--- src/rtl/strm_fanout_pkg.sv ---
package strm_fanout_pkg;

    typedef enum logic {
        LANE_OFFER = 1'b0,
        LANE_DONE  = 1'b1
    } lane_state_e;

endpackage

--- src/rtl/strm_lane_ctrl.sv ---
module strm_lane_ctrl
    import strm_fanout_pkg::*;
(
    input  logic clk,
    input  logic rst_n,
    input  logic src_valid,
    input  logic src_take,
    input  logic dst_ready,
    output logic dst_valid,
    output logic lane_clear
);

    lane_state_e state_q;
    lane_state_e state_d;

    // State register
    always_ff @(posedge clk) begin
        if (!rst_n) begin
            state_q <= LANE_OFFER;
        end else begin
            state_q <= state_d;
        end
    end

    // Transitions: take and release
    always_comb begin
        state_d = state_q;
        unique case (state_q)
            LANE_OFFER: begin
                if (src_valid && dst_ready && !src_take) begin
                    state_d = LANE_DONE;
                end
            end
            LANE_DONE: begin
                if (src_take) begin
                    state_d = LANE_OFFER;
                end
            end
            default: state_d = LANE_OFFER;
        endcase
    end

    // Outputs
    always_comb begin
        dst_valid  = 1'b0;
        lane_clear = dst_ready;
        unique case (state_q)
            LANE_OFFER: dst_valid = src_valid;
            LANE_DONE:  lane_clear = 1'b1;
            default:    dst_valid = 1'b0;
        endcase
    end

endmodule

--- src/rtl/strm_ready_join.sv ---
module strm_ready_join #(
    parameter int NUM_OUT = 3
) (
    input  logic [NUM_OUT-1:0] lane_clear,
    output logic               all_clear
);

    always_comb begin
        all_clear = 1'b1;
        for (int k = 0; k < NUM_OUT; k++) begin
            all_clear = all_clear & lane_clear[k];
        end
    end

endmodule

--- src/rtl/strm_fanout_remap.sv ---
module strm_fanout_remap #(
    parameter int                    NUM_OUT  = 3,
    parameter int                    IN_W     = 24,
    parameter int                    OUT_W    = 8,
    parameter int                    USER_W   = 1,
    parameter logic [NUM_OUT*8-1:0]  LANE_LSB = {8'd16, 8'd8, 8'd0}
) (
    input  logic                      clk,
    input  logic                      rst_n,
    input  logic                      s_valid,
    output logic                      s_ready,
    input  logic [IN_W-1:0]           s_data,
    input  logic                      s_last,
    input  logic [USER_W-1:0]         s_user,
    output logic [NUM_OUT-1:0]        m_valid,
    input  logic [NUM_OUT-1:0]        m_ready,
    output logic [NUM_OUT*OUT_W-1:0]  m_data,
    output logic [NUM_OUT-1:0]        m_last,
    output logic [NUM_OUT*USER_W-1:0] m_user
);

    logic [NUM_OUT-1:0] lane_clear;
    logic               all_clear;
    logic               src_take;

    assign src_take = s_valid && all_clear;
    assign s_ready  = all_clear;

    strm_ready_join #(.NUM_OUT(NUM_OUT)) u_join (
        .lane_clear (lane_clear),
        .all_clear  (all_clear)
    );

    for (genvar k = 0; k < NUM_OUT; k++) begin : g_lane
        localparam int LSB_K = int'(LANE_LSB[8*k +: 8]);

        strm_lane_ctrl u_ctrl (
            .clk        (clk),
            .rst_n      (rst_n),
            .src_valid  (s_valid),
            .src_take   (src_take),
            .dst_ready  (m_ready[k]),
            .dst_valid  (m_valid[k]),
            .lane_clear (lane_clear[k])
        );

        assign m_data[k*OUT_W +: OUT_W]   = s_data[LSB_K +: OUT_W];
        assign m_last[k]                  = s_last;
        assign m_user[k*USER_W +: USER_W] = s_user;
    end

endmodule

--- config.mk ---
export PLATFORM = sky130hd
export DESIGN_NAME = strm_fanout_remap
export DESIGN_NICKNAME = d
export VERILOG_FILES = /design/src/rtl/strm_fanout_pkg.sv /design/src/rtl/strm_lane_ctrl.sv /design/src/rtl/strm_ready_join.sv /design/src/rtl/strm_fanout_remap.sv
export SDC_FILE = /design/constraint.sdc
export NUM_CORES = 1
export LEC_CHECK = 0
export ABC_AREA = 1
export BUFFER_PORTS_ARGS = -buffer_cell sky130_fd_sc_hd__buf_4
export CAP_MARGIN = 20
export CORE_MARGIN = 2
export CORE_UTILIZATION = 27
export DETAILED_ROUTE_END_ITERATION = 8
export HOLD_SLACK_MARGIN = 0.08
export PLACE_DENSITY = 0.89
export SLEW_MARGIN = 10
export SYNTH_ARGS = -nofsm -noshare
export SYNTH_HDL_FRONTEND = slang
export SYNTH_SLANG_ARGS = --single-unit
--- constraint.sdc ---
create_clock -name clk -period 1.8 [get_ports clk]
set_input_delay 0.27 -clock clk [delete_from_list [all_inputs] [get_ports clk]]
set_output_delay 0.27 -clock clk [all_outputs]
set_load 0.05 [all_outputs]
==> summary.txt <==
Run status
  – Status: completed

Power and ir drop
  – VDD IR max: 0.000184 V
  – Cell Pwr Density: 940 nW/um^2
  – Pleak: around 0.15 nW
  – Tot Pwr: approximately 0.26 mW

Place
  – Gp weighted congestion: 0.652
  – Dpl hpwl: 388 um
  – Port Buf Inserts: 9

Finish
  – Top Registers: g_lane.u_ctrl.state_q: 3 flops
  – Max FFs per register: 3
  – Ant diodes: 0
  – Fin nets: 73
  – Commonest cells after routing, fill and taps aside: buf_4 (9), nor2_1 (8), inv_1 (5)
  – Fin util: 0.189
  – Share of cells above drive strength 1: 0.350
  – Register with the most flip-flops: g_lane.u_ctrl.state_q
  – Syn-to-layout area delta: -32.5%
  – Commonest non-fill, non-tap cell in the layout: buf_4

Synthesis
  – Synthesized area: 412 sq um
  – Synth cell types: 11
  – Sequential area share after synthesis: 0.146
  – Syn Nets: 92
  – Warnings from Yosys: 0
  – Post-Syn Area per Cell: ~6.9 sq um
  – Syn Inst Count: 60
  – Register bit total from synthesis: 3

Timing
  – Tmin final: 1.43 ns
  – RSZ-0062 raised after global routing: false
  – Final setup viols: 0
  – Final-report hold violation count: 0
  – Part of the cycle the worst path needs: 0.793
  – Rel. slew slack: 0.871
  – Setup TNS: 0 ns
  – Max frequency: about 700 MHz
  – Final Max Tran Viols: 0
  – Worst slew pin tran: 0.192 ns
  – Worst Clk Skew: 0.000446 ns
  – Hold slack: 0.324 ns

Clock tree
  – Sink Count: 3
  – Num CTS Buffers: 3
  – Worst-path clk slew: roughly 0.04 ns
  – Clock buffer depth: 2
  – Root Buffer: clkbuf_4
  – CTS resizes: 0
  – TritonCTS clock tree: yes
  – H-Tree Depth: 1
  – Setup bufs post-CTS: 0
  – Worst skew pair latency: about 0.23 ns
  – CTS Hold Bufs: 0

Route
  – Final ANT Viol Nets: 0
  – WL/cell: ~9 um
  – Drt total wl: 512 um
  – Via Count: 202
  – Drt initial violations: 2
  – Via density: 3.61
  – DR pass1 iterations: 2
  – DRC: 0

Setup path
  – CP arrival: 1.16 ns
  – Slowest stage cell, crit path: dfxtp_1
  – Worst-path fanout max: 3
  – CP Buf/Inv Count: 1
  – Cell Chain, Critical Path: or2_0, and2_2, buf_4
  – Crit path largest cell delay: roughly 0.31 ns
  – Required @ worst endpoint: 1.53 ns
  – Delay-heaviest family, CP: simple AND/OR/NAND/NOR gates
  – CP Launch Type: flip-flop
  – CP Capture Type: output port
  – Crit path kind: reg2out

Worst hold path
  – Worst hold path type: in2reg

Floorplanning
  – # IOs: 66
  – Total die area: 1850 sq um
  – Initial core utilization: 0.280
  – Die height: 43.0 um
  – Row cnt: 14
  – Core box area: between 1000 and 1500 sq um
  – Die width: ~43 um

Global route
  – GRT Resource Usage Total: 0.0643
  – Grt ovf: 0
  – Largest net degree at the start of global routing: 7
  – First-pass GRT wire length: 793 um
  – Vias in the first global route: approximately 220
  – Initial antenna violation count: 0

Job
  – Max-capacitance violation count: 0
-- stage by stage --
stage	worst slack, ns	std cells	cell area, sq um
after detailed placement	0.563	52	251
after floorplan	0.725	60	412
final	0.372	56	278
after global placement	0.570	52	251
after global routing	0.311	56	278
after CTS	0.358	56	278
-- cells in the mapped netlist --
cell      n  area (sq um)
nor2_1    8          30.0
dfxtp_1   3          60.1
nor3_1    2          10.0
nand3_1   1          5.00
buf_4    33           248
and2_2    1          7.51
or2_0     1          6.26
nand2_1   4          15.0
inv_1     5          18.8
nor2_2    1          6.26
a21oi_1   1          5.00
-- power by group --
part,switching (mW),leakage (nW),internal (mW)
clock,0.0369,0.0150,0.0832
combinational,0.0421,0.115,0.0244
sequential,0.00316,0.0247,0.0713
-- final timing paths --
kind	startpoint	endpoint	slack, ns	depth (start not counted)
worst min register to register	g_lane[2].u_ctrl.state_q	g_lane[2].u_ctrl.state_q	0.59	4
worst max-delay path	g_lane[2].u_ctrl.state_q	s_ready	0.37	3
worst min-delay path	s_valid	g_lane[2].u_ctrl.state_q	0.32	4
worst max register to register	g_lane[0].u_ctrl.state_q	g_lane[0].u_ctrl.state_q	0.93	5
-- cells by family after synthesis --
family | synth area share
compound gates | 0.0121
flops | 0.146
simple gates | 0.195
buf+inv | 0.647
-- layer usage --
metal / share of wire / global-route usage
met4: 0 / 0.0909
met5: 0 / 0
met2: 0.52 / 0.0909
met3: 0.20 / 0.0596
met1: 0.28 / 0.0384
-- cell type report --
type	instances	area [sq um]
inverters	5	18.8
multi-input cells	19	85.1
flip-flops and latches	3	60.1
well taps	16	20.0
fillers	187	1190
clock buffers	4	26.3
repair buffers	9	67.6
-- worst register-to-register path: stages, from the launching register on --
cell and delay (ns):
dfxtp_1 0.35, nor2_1 0.08, nor2_2 0.13, nand3_1 0.10, nand2_1 0.07, inv_1 0.03
Power figures use the tool's default switching activity.
